===== src/rtl/fop_pkg.sv =====
package fop_pkg;

   // request codes carried on req_op
   typedef enum logic [2:0] {
      OP_READ   = 3'd0,
      OP_PROG   = 3'd1,
      OP_ERASE  = 3'd2,
      OP_SUSP   = 3'd3,
      OP_RESUME = 3'd4
   } fop_op_e;

   // life cycle of one tracked program or erase
   typedef enum logic [1:0] {
      SL_IDLE = 2'd0,
      SL_RUN  = 2'd1,
      SL_HELD = 2'd2
   } slot_e;

   localparam int STAT_W     = 8;
   localparam int ST_READY   = 0;
   localparam int ST_E_HELD  = 1;
   localparam int ST_P_HELD  = 2;
   localparam int ST_ERR     = 3;

endpackage


===== src/rtl/fop_blkmap.sv =====
// Maps a word address to an erase-block key: the address above the small
// block offset, with the low part cleared for ordinary (large) blocks.
module fop_blkmap #(
   parameter  int NUM_PART     = 8,
   parameter  int PART_OFS_W   = 18,
   parameter  int MAIN_OFS_W   = 15,
   parameter  int PARM_OFS_W   = 12,
   parameter  bit PARAM_AT_TOP = 1'b0,
   localparam int PART_W       = $clog2(NUM_PART),
   localparam int ADDR_W       = PART_OFS_W + PART_W,
   localparam int KEY_W        = ADDR_W - PARM_OFS_W
) (
   input  logic [ADDR_W-1:0] addr,
   output logic [KEY_W-1:0]  key
);
   localparam int SUB_W = MAIN_OFS_W - PARM_OFS_W;

   logic in_small;

   generate
      if (PARAM_AT_TOP) begin : g_small_top
         assign in_small = &addr[ADDR_W-1:MAIN_OFS_W];
      end else begin : g_small_bottom
         assign in_small = ~|addr[ADDR_W-1:MAIN_OFS_W];
      end
   endgenerate

   always_comb begin
      key = addr[ADDR_W-1:PARM_OFS_W];
      if (!in_small) key[SUB_W-1:0] = '0;
   end

endmodule


===== src/rtl/fop_slot.sv =====
// One tracked operation: state plus the block key it works on.
module fop_slot import fop_pkg::*; #(
   parameter int KEY_W = 9
) (
   input  logic             clk,
   input  logic             rst_n,
   input  logic             clr,
   input  logic             start,
   input  logic             hold,
   input  logic             resume,
   input  logic [KEY_W-1:0] new_key,
   output slot_e            state,
   output logic [KEY_W-1:0] key
);

   always_ff @(posedge clk) begin
      if (!rst_n) begin
         state <= SL_IDLE;
         key   <= '0;
      end else begin
         if (clr) state <= SL_IDLE;
         if (start) begin
            state <= SL_RUN;
            key   <= new_key;
         end else if (hold) begin
            state <= SL_HELD;
         end else if (resume) begin
            state <= SL_RUN;
         end
      end
   end


   hold_from_run_chk: assert property (@(posedge clk) disable iff (!rst_n)
      hold |-> (state == SL_RUN && !clr));


   resume_from_held_chk: assert property (@(posedge clk) disable iff (!rst_n)
      resume |-> (state == SL_HELD));


   start_from_free_chk: assert property (@(posedge clk) disable iff (!rst_n)
      start |-> (state == SL_IDLE || clr));

endmodule


===== src/rtl/fop_judge.sv =====
// Combinational request arbitration against the post-completion slot state.
module fop_judge import fop_pkg::*; #(
   parameter int PART_W = 3,
   parameter int KEY_W  = 9
) (
   input  logic             valid,
   input  logic [2:0]       op,
   input  logic [KEY_W-1:0] key,
   input  slot_e            p_st,
   input  slot_e            e_st,
   input  logic [KEY_W-1:0] p_key,
   input  logic [KEY_W-1:0] e_key,
   output logic             grant,
   output logic             reject,
   output logic             err,
   output logic             rd_stat,
   output logic             p_start,
   output logic             p_hold,
   output logic             p_resume,
   output logic             e_start,
   output logic             e_hold,
   output logic             e_resume
);
   logic              running;
   logic              hit_held;
   logic [PART_W-1:0] run_part;
   logic [PART_W-1:0] req_part;

   assign running  = (p_st == SL_RUN) || (e_st == SL_RUN);
   assign run_part = (p_st == SL_RUN) ? p_key[KEY_W-1 -: PART_W] : e_key[KEY_W-1 -: PART_W];
   assign req_part = key[KEY_W-1 -: PART_W];
   assign hit_held = (e_st == SL_HELD) && (key == e_key);

   always_comb begin
      grant    = 1'b0;
      reject   = 1'b0;
      err      = 1'b0;
      rd_stat  = 1'b0;
      p_start  = 1'b0;
      p_hold   = 1'b0;
      p_resume = 1'b0;
      e_start  = 1'b0;
      e_hold   = 1'b0;
      e_resume = 1'b0;
      if (valid) begin
         case (op)
            OP_READ: begin
               if (hit_held) begin
                  reject = 1'b1;
                  err    = 1'b1;
               end else begin
                  grant   = 1'b1;
                  rd_stat = running && (req_part == run_part);
               end
            end
            OP_PROG: begin
               if (hit_held) begin
                  reject = 1'b1;
                  err    = 1'b1;
               end else if (running || p_st != SL_IDLE) begin
                  reject = 1'b1;
               end else begin
                  grant   = 1'b1;
                  p_start = 1'b1;
               end
            end
            OP_ERASE: begin
               if (e_st != SL_IDLE || p_st != SL_IDLE) begin
                  reject = 1'b1;
               end else begin
                  grant   = 1'b1;
                  e_start = 1'b1;
               end
            end
            OP_SUSP: begin
               if (p_st == SL_RUN) begin
                  grant  = 1'b1;
                  p_hold = 1'b1;
               end else if (e_st == SL_RUN) begin
                  grant  = 1'b1;
                  e_hold = 1'b1;
               end else begin
                  reject = 1'b1;
                  err    = 1'b1;
               end
            end
            OP_RESUME: begin
               if (p_st == SL_HELD) begin
                  grant    = 1'b1;
                  p_resume = 1'b1;
               end else if (e_st == SL_HELD && p_st == SL_IDLE) begin
                  grant    = 1'b1;
                  e_resume = 1'b1;
               end else begin
                  reject = 1'b1;
               end
            end
            default: reject = 1'b1;
         endcase
      end
   end

endmodule


===== src/rtl/fop_ctrl.sv =====
module fop_ctrl import fop_pkg::*; #(
   parameter  int NUM_PART     = 8,
   parameter  int PART_OFS_W   = 18,
   parameter  int MAIN_OFS_W   = 15,
   parameter  int PARM_OFS_W   = 12,
   parameter  bit PARAM_AT_TOP = 1'b0,
   localparam int PART_W       = $clog2(NUM_PART),
   localparam int ADDR_W       = PART_OFS_W + PART_W
) (
   input  logic                clk,
   input  logic                rst_n,
   input  logic                req_valid,
   input  logic [2:0]          req_op,
   input  logic [ADDR_W-1:0]   req_addr,
   input  logic                op_done,
   output logic                rsp_grant,
   output logic                rsp_reject,
   output logic                rsp_err,
   output logic                rsp_rd_status,
   output logic [NUM_PART-1:0] part_busy,
   output logic                active_valid,
   output logic [PART_W-1:0]   active_part,
   output logic [1:0]          susp_depth,
   output logic [STAT_W-1:0]   status
);
   localparam int KEY_W = ADDR_W - PARM_OFS_W;

   generate
      if (NUM_PART < 2 || (1 << PART_W) != NUM_PART) begin : g_bad_parts
         $error("NUM_PART must be a power of two of at least 2");
      end
      if (!(PARM_OFS_W < MAIN_OFS_W && MAIN_OFS_W < PART_OFS_W)) begin : g_bad_geom
         $error("block offsets must nest: small < large < partition");
      end
   endgenerate

   logic [KEY_W-1:0] req_key, prg_key, ers_key;
   slot_e            prg_st, ers_st, eff_p, eff_e;
   logic             p_clr, e_clr;
   logic             j_grant, j_reject, j_err, j_rd;
   logic             p_start, p_hold, p_resume, e_start, e_hold, e_resume;

   fop_blkmap #(
      .NUM_PART    (NUM_PART),
      .PART_OFS_W  (PART_OFS_W),
      .MAIN_OFS_W  (MAIN_OFS_W),
      .PARM_OFS_W  (PARM_OFS_W),
      .PARAM_AT_TOP(PARAM_AT_TOP)
   ) u_map (
      .addr(req_addr),
      .key (req_key)
   );

   // completion retires the running slot before the request is judged
   assign p_clr = op_done && (prg_st == SL_RUN);
   assign e_clr = op_done && (prg_st != SL_RUN) && (ers_st == SL_RUN);
   assign eff_p = p_clr ? SL_IDLE : prg_st;
   assign eff_e = e_clr ? SL_IDLE : ers_st;

   fop_judge #(.PART_W(PART_W), .KEY_W(KEY_W)) u_judge (
      .valid   (req_valid),
      .op      (req_op),
      .key     (req_key),
      .p_st    (eff_p),
      .e_st    (eff_e),
      .p_key   (prg_key),
      .e_key   (ers_key),
      .grant   (j_grant),
      .reject  (j_reject),
      .err     (j_err),
      .rd_stat (j_rd),
      .p_start (p_start),
      .p_hold  (p_hold),
      .p_resume(p_resume),
      .e_start (e_start),
      .e_hold  (e_hold),
      .e_resume(e_resume)
   );

   fop_slot #(.KEY_W(KEY_W)) u_prog (
      .clk    (clk),
      .rst_n  (rst_n),
      .clr    (p_clr),
      .start  (p_start),
      .hold   (p_hold),
      .resume (p_resume),
      .new_key(req_key),
      .state  (prg_st),
      .key    (prg_key)
   );

   fop_slot #(.KEY_W(KEY_W)) u_erase (
      .clk    (clk),
      .rst_n  (rst_n),
      .clr    (e_clr),
      .start  (e_start),
      .hold   (e_hold),
      .resume (e_resume),
      .new_key(req_key),
      .state  (ers_st),
      .key    (ers_key)
   );

   always_ff @(posedge clk) begin
      if (!rst_n) begin
         rsp_grant     <= 1'b0;
         rsp_reject    <= 1'b0;
         rsp_err       <= 1'b0;
         rsp_rd_status <= 1'b0;
      end else begin
         rsp_grant     <= j_grant;
         rsp_reject    <= j_reject;
         rsp_err       <= j_err;
         rsp_rd_status <= j_rd;
      end
   end

   assign active_valid = (prg_st == SL_RUN) || (ers_st == SL_RUN);
   assign active_part  = (prg_st == SL_RUN) ? prg_key[KEY_W-1 -: PART_W]
                                            : ers_key[KEY_W-1 -: PART_W];
   assign susp_depth   = {1'b0, prg_st == SL_HELD} + {1'b0, ers_st == SL_HELD};

   generate
      for (genvar i = 0; i < NUM_PART; i++) begin : g_busy
         assign part_busy[i] = active_valid && (active_part == PART_W'(i));
      end
   endgenerate

   always_comb begin
      status            = '0;
      status[ST_READY]  = !active_valid;
      status[ST_E_HELD] = (ers_st == SL_HELD);
      status[ST_P_HELD] = (prg_st == SL_HELD);
      status[ST_ERR]    = rsp_err;
   end


   answer_once_chk: assert property (@(posedge clk) disable iff (!rst_n)
      req_valid |=> (rsp_grant ^ rsp_reject));


   quiet_idle_chk: assert property (@(posedge clk) disable iff (!rst_n)
      !req_valid |=> !(rsp_grant || rsp_reject));


   single_runner_chk: assert property (@(posedge clk) disable iff (!rst_n)
      !(prg_st == SL_RUN && ers_st == SL_RUN));


   busy_onehot_chk: assert property (@(posedge clk) disable iff (!rst_n)
      $onehot0(part_busy));


   err_is_reject_chk: assert property (@(posedge clk) disable iff (!rst_n)
      rsp_err |-> rsp_reject);


   nested_block_chk: assert property (@(posedge clk) disable iff (!rst_n)
      (prg_st != SL_IDLE && ers_st == SL_HELD) |-> (prg_key != ers_key));


   susp_noop_chk: assert property (@(posedge clk) disable iff (!rst_n)
      (req_valid && req_op == OP_SUSP && !op_done && prg_st != SL_RUN && ers_st != SL_RUN)
      |=> (rsp_err && $stable(prg_st) && $stable(ers_st)));


   lifo_order_chk: assert property (@(posedge clk) disable iff (!rst_n)
      (ers_st == SL_RUN && $past(ers_st) == SL_HELD) |-> (prg_st == SL_IDLE));


   erase_excl_chk: assert property (@(posedge clk) disable iff (!rst_n)
      (rsp_grant && $past(req_op) == OP_ERASE) |-> ($past(ers_st) == SL_IDLE || $past(op_done)));

endmodule


===== config.mk =====
export PLATFORM = sky130hd
export DESIGN_NAME = fop_ctrl
export DESIGN_NICKNAME = d
export VERILOG_FILES = /design/src/rtl/fop_pkg.sv /design/src/rtl/fop_blkmap.sv /design/src/rtl/fop_slot.sv /design/src/rtl/fop_judge.sv /design/src/rtl/fop_ctrl.sv
export SDC_FILE = /design/constraint.sdc
export NUM_CORES = 1
export LEC_CHECK = 0
export ABC_AREA = 1
export CELL_PAD_IN_SITES_DETAIL_PLACEMENT = 0
export CELL_PAD_IN_SITES_GLOBAL_PLACEMENT = 1
export CORE_AREA = 2 2 76 78
export DETAILED_ROUTE_END_ITERATION = 16
export DIE_AREA = 0 0 78 80
export PLACE_DENSITY = 0.85
export SYNTH_ARGS = -nofsm -noshare
export SYNTH_HDL_FRONTEND = slang
export SYNTH_SLANG_ARGS = --single-unit

===== constraint.sdc =====
create_clock -name clk -period 1.3 [get_ports clk]
set_input_delay 0.195 -clock clk [delete_from_list [all_inputs] [get_ports clk]]
set_output_delay 0.195 -clock clk [all_outputs]
set_load 0.05 [all_outputs]

### Word-level counts from Yosys, hierarchy flattened

Index checks and enable logic that the tools add are counted.

* reductions and logical operators: 30
* mux-type cells: 46
* eq/ne operators: 22
* add/sub/neg operators: 1
* bitwise gates (word level): 3

Operator list (number)
* 1-bit 2-to-1 mux: 34
* 3-bit equality test (second input constant): 5
* 1-bit logical AND: 14
* 3-bit by 2-bit equality test with 1-bit output (second input constant): 4
* 2-bit 2-to-1 mux: 6
* 1-bit one-hot mux with 5 select lines: 2
* 9-bit equality test: 1
* 3-bit 2-to-1 mux: 3
* 2-bit by 1-bit equality test with 1-bit output (second input constant): 4
* 2-bit equality test (second input constant): 4
* 3-bit by 1-bit equality test with 1-bit output (second input constant): 2
* 3-bit logical NOT: 2
* 2-bit OR reduction: 3
* 6-bit OR reduction: 1
* 1-bit logical OR: 4
* 2-bit nonzero test: 2
* 4-bit OR reduction: 1
* 3-bit equality test: 1
* 1-bit NOT: 3
* 1-bit by 1-bit adder with 2-bit output: 1
* 2-bit logical NOT: 1
* 2-bit by 1-bit inequality test with 1-bit output (second input constant): 1
* 1-bit one-hot mux with 2 select lines: 1
* 2-bit AND reduction: 1
* 1-bit logical NOT: 1

* register bits: 26
* bits of input ports: 28
* output and inout port bits: 26
* word-level logic and storage cells: 112

### Depth between registers and ports, before layout

Gate-level depths: netlist of the first run.

* depth in word-level cells: 13
* depth in mapped cells: 13
* mapped depth without buffers: 13

### Cells and area by module

A second synthesis of the first run with hierarchy kept.

* cell total of the unflattened synthesis: 298
* area total of the unflattened synthesis: 1829.3 µm²

Modules (own cells, without submodules)
* fop_slot: area an instance 410.4 µm², cells an instance 52, seq. area each 220.2 µm², times used 2
* fop_judge: area an instance 491.7 µm², cells an instance 103, seq. area each 0.0 µm², times used 1
* fop_ctrl: area an instance 432.9 µm², cells an instance 75, seq. area each 80.1 µm², times used 1
* fop_blkmap: area an instance 83.8 µm², cells an instance 16, seq. area each 0.0 µm², times used 1

### Least setup slack after synthesis of the first run

Ideal clock, no wire load.

* path type: flip-flop to output port
* from: reg u_prog.state[0]
* to: out part_busy[4]
* slack: -1.582 ns
* arrival: 2.687 ns
* buffers on the path: 0
* stages on the path, launching flop included: 5
* data required time: 1.105 ns
* cell sequence: dfxtp_1 > nand2_4 > o21ai_0 > nand2_1 > nor2_1

* longest elaborated chain between the ends: 4
* elaborated cells between the ends (all ways): 5
* those cells by class: 2 x eq/ne; 1 x mux; 2 x reduce/logical

RTL lines
* start: declaration: RTL line fop_slot.sv:12 `output slot_e state,`
* start signal: assignment: RTL line fop_slot.sv:18 `state <= SL_IDLE;`
* start signal: assignment: RTL line fop_slot.sv:21 `if (clr) state <= SL_IDLE;`
* start signal: assignment: RTL line fop_slot.sv:23 `state <= SL_RUN;`
* 2-bit by 1-bit equality test with 1-bit output: RTL line fop_ctrl.sv:119 `assign active_part = (prg_st == SL_RUN) ? prg_key[KEY_W-1 -: PART_W]`
* 3-bit 2-to-1 mux: RTL line fop_ctrl.sv:119
* net active_part[2]: RTL line fop_ctrl.sv:22 `output logic [PART_W-1:0] active_part,`
* 3-bit equality test: RTL line fop_ctrl.sv:125 `assign part_busy[i] = active_valid && (active_part == PART_W'(i));`
* 1-bit logical AND: RTL line fop_ctrl.sv:125
* end: declaration: RTL line fop_ctrl.sv:20 `output logic [NUM_PART-1:0] part_busy,`

The timed path passes the listed nets, and every way through them passes these cells.

### Worst setup path after layout of the first run

* from: reg u_erase.state[0]
* to: out part_busy[3]

* longest elaborated chain between the ends: 3

RTL lines
* start: declaration: RTL line fop_slot.sv:12
* start signal: assignment: RTL line fop_slot.sv:18
* start signal: assignment: RTL line fop_slot.sv:21
* start signal: assignment: RTL line fop_slot.sv:23
* 2-bit by 1-bit equality test with 1-bit output: RTL line fop_ctrl.sv:118 `assign active_valid = (prg_st == SL_RUN) || (ers_st == SL_RUN);`
* 1-bit logical OR: RTL line fop_ctrl.sv:118
* 1-bit logical AND: RTL line fop_ctrl.sv:125

No other way between the ends.

==> metrics, run 1 <==
status complete, but fails checks; failing checks setup timing; instance count on the critical path 8; post-route ant nets 0; HPWL Detailed ~3200 um; Slew Limit Fails 0; max_cap viols 0; DIE AREA 6240 um^2; hold_sp req_addr[17]; Crit path arrival time about 1.5 ns; setup TNS -9.44 ns; placed standard-cell area ~2600 um^2; clock network latency to the later pin of the worst-skew pair roughly 0.27 ns; Final setup viols 37; fin crit period 1.74 ns; worst-path maximum fanout 4; share of layout cells above drive strength 1 a little under three fifths; TritonRoute pass-1 iters 4; CTS max path bufs 2; Core Area 5410 um^2; Die Ht ~80 um; H-tree lvl count 1; Netlist cell types 35; cell family with most CP delay simple AND/OR/NAND/NOR gates; total CTS buffers 3; Die W around 78 um; type of origin of the critical path flop; # nets final 357; commonest non-fill, non-tap cell in the layout buf_4; Setup WS post-layout -0.436 ns; critical path startpoint u_erase.state[0]$_SDFF_PN0_; reg2reg setup slack -0.29 ns; Final Instance Area ~3100 um^2; most frequent cells in the layout 51 x buf_4, 38 x nand2_1, 26 x inv_1; # diodes 0; critical path cell sequence inv_2 > nor2_4 > inv_2 > nand2_8 > clkinvlp_4 > or2_4 > nor2_4 > buf_12; CTS tree done; CP bufs+invs 4; Residual DRC 0; Hold/Removal Path Class in2reg; total wire length 4630 um; effective utilization at floorplan a little over a quarter; Worst R2R Path Depth 11; Cells after Synth ~220; share of synthesized registers carrying an async set or reset 0%; leakage power about 1.3 nW; Worst path max stage delay ~0.34 ns; global route total overflow 0; antenna violations before repair 0; worst reg2reg startpoint u_prog.state[1]$_SDFF_PP0_; VDD IR max approximately 0.40 mV; Mean Syn Cell Area ~6.5 um^2; routed length per instance 11.6 um; Ports 54; top_reg_cell synth dfxtp_1; Final GP Congestion approximately 0.82; standard-cell rows 27; clk sinks 20; RSZ-0062 raised after global routing yes; Hold Vio Cnt, Final 0; largest net degree at the start of global routing 13; area delta synth->final 121%; number of I/O port buffers 37; clk slew on worst S/H paths roughly 0.080 ns; clock skew 0.00942 ns; Via Count around 1700; first-pass GRT wire length 7820 um; fmax roughly 0.58 GHz; #FFs+latches synth 20; synth warn 0; crit path capture part_busy[3]; PwrDens between 500 and 600 nW/um^2; CP max-delay cell dfxtp_2; fin crit share 134%; vias in the first global route roughly 1700; Setup crit end kind output port; critical path type reg2out; cell area after synthesis ~1400 um^2; post-synthesis sequential area ratio about 28%; 1st-iter DRT viols 55; r2r endpoint u_prog.key[8]$_SDFFE_PN0P_; number of synthesized flops with an enable pin 0; All-Layer GR Usage ~16%; CTS Root Cell clkbuf_8; CP required about 1.1 ns; Via density approximately 4.4
## through the flow
step | total power (W) | util [%] | cells | setup slack (ns) | hold WS (ns)
floorplan | 0.000893 | - | 222 | -0.482 | 0.330
global placement | 0.00110 | 48.2 | 374 | -0.504 | 0.507
detailed placement | 0.00110 | 48.2 | 374 | -0.561 | 0.496
CTS | 0.00179 | 56.6 | 397 | -0.424 | 0.386
global route | 0.00187 | 58.1 | 399 | -0.508 | 0.404
finish | 0.00180 | 58.1 | 399 | -0.436 | 0.376
## registers in the layout (all words and copies together) (netlist names)
name,count
u_prog.state,2
u_prog.key,3
rsp_reject,1
rsp_err,1
u_erase.state,2
rsp_grant,1
u_erase.key,9
rsp_rd_status,1
## worst min path at each step
| stage | endpoint | slack, ns | cells past startpoint |
|---|---|---|---|
| after global placement | u_erase.key[6]$_SDFFE_PN0P_ | 0.51 | 2 |
| final | u_erase.key[5]$_SDFFE_PN0P_ | 0.38 | 3 |
| after floorplan | u_prog.key[6]$_SDFFE_PN0P_ | 0.33 | 2 |
| after detailed placement | u_erase.key[6]$_SDFFE_PN0P_ | 0.50 | 2 |
| after global routing | u_erase.key[5]$_SDFFE_PN0P_ | 0.40 | 3 |
| after CTS | u_erase.key[5]$_SDFFE_PN0P_ | 0.39 | 3 |
## worst min-delay path, cell delays in order
cell and delay (ns):
dlygate4sd2_1 0.27, inv_1 0.09, a21oi_2 0.05
## repair_timing
| item | in CTS | in global routing |
|---|---|---|
| hold buffers | 0 | 0 |
| setup buffers | 21 | 6 |
| endpoints found under the setup margin | 37 | 37 |
| pin swaps | 31 | 22 |
| gates resized for setup | 71 | 20 |
| cloned | 1 | 0 |
## cell usage after synthesis, types with 3 or more instances
library cell  count  area [um^2]
nand2_1          49          184
inv_1            36          135
nor2_1           33          124
dfxtp_1          20          400
o21ai_0          11         55.1
a21oi_1          10         50.1
nor3_1            8         40.0
buf_4             6         45.0
nand3_1           6         30.0
o21ai_2           5         43.8
a21oi_2           3         26.3
nor2_4            3         33.8
## power by group
part           internal (W)  switching, W
Sequential         0.000630     0.0000153
Combinational      0.000243      0.000276
Clock              0.000412      0.000229
## final cells by class
| class | count | area, um^2 |
|---|---|---|
| multi-input cells | 157 | 1200 |
| well taps | 72 | 90.1 |
| clock inverters | 1 | 30.0 |
| repair buffers | 108 | 1210 |
| fillers | 466 | 2270 |
| inverters | 38 | 158 |
| flip-flops and latches | 20 | 409 |
| clock buffers | 3 | 41.3 |
## kinds of logic after synthesis
logic type	share of synthesized area, %
and+or+nand+nor	39.4
AOI/OAI and AO/OA	16.4
buffers and inverters	14.3
other	0.264
adders and majority gates	0.881
DFF	28.2
xor gates and xnor gates	0.617
## layer usage
layer  part of all wire, %  GRT usage (%)  up-vias
li1                      -              -      897
met5                     0              0        -
met3                   3.3           2.15        8
met4                   1.6           5.26        0
met2                    56           29.9       36
met1                    39           17.4      806
No activity file was read; power rests on OpenSTA's default activity.
==> inputs of run 2 (changes only) <==
--- a/config.mk
+++ b/config.mk
@@ -12,6 +12,7 @@
 export DETAILED_ROUTE_END_ITERATION = 16
 export DIE_AREA = 0 0 78 80
 export PLACE_DENSITY = 0.85
+export SLEW_MARGIN = 10
 export SYNTH_ARGS = -nofsm -noshare
 export SYNTH_HDL_FRONTEND = slang
 export SYNTH_SLANG_ARGS = --single-unit
==> results of run 2 <==
The final DEF is identical to that of run 1; final timing and power are the same.
==> inputs of run 3 (changes only) <==
--- a/config.mk
+++ b/config.mk
@@ -6,9 +6,11 @@
 export NUM_CORES = 1
 export LEC_CHECK = 0
 export ABC_AREA = 1
+export CAP_MARGIN = 25
 export CELL_PAD_IN_SITES_DETAIL_PLACEMENT = 0
 export CELL_PAD_IN_SITES_GLOBAL_PLACEMENT = 1
 export CORE_AREA = 2 2 76 78
+export CTS_CLUSTER_SIZE = 40
 export DETAILED_ROUTE_END_ITERATION = 16
 export DIE_AREA = 0 0 78 80
 export PLACE_DENSITY = 0.85
==> results of run 3 <==
The final DEF is identical to that of run 1; final timing and power are the same.
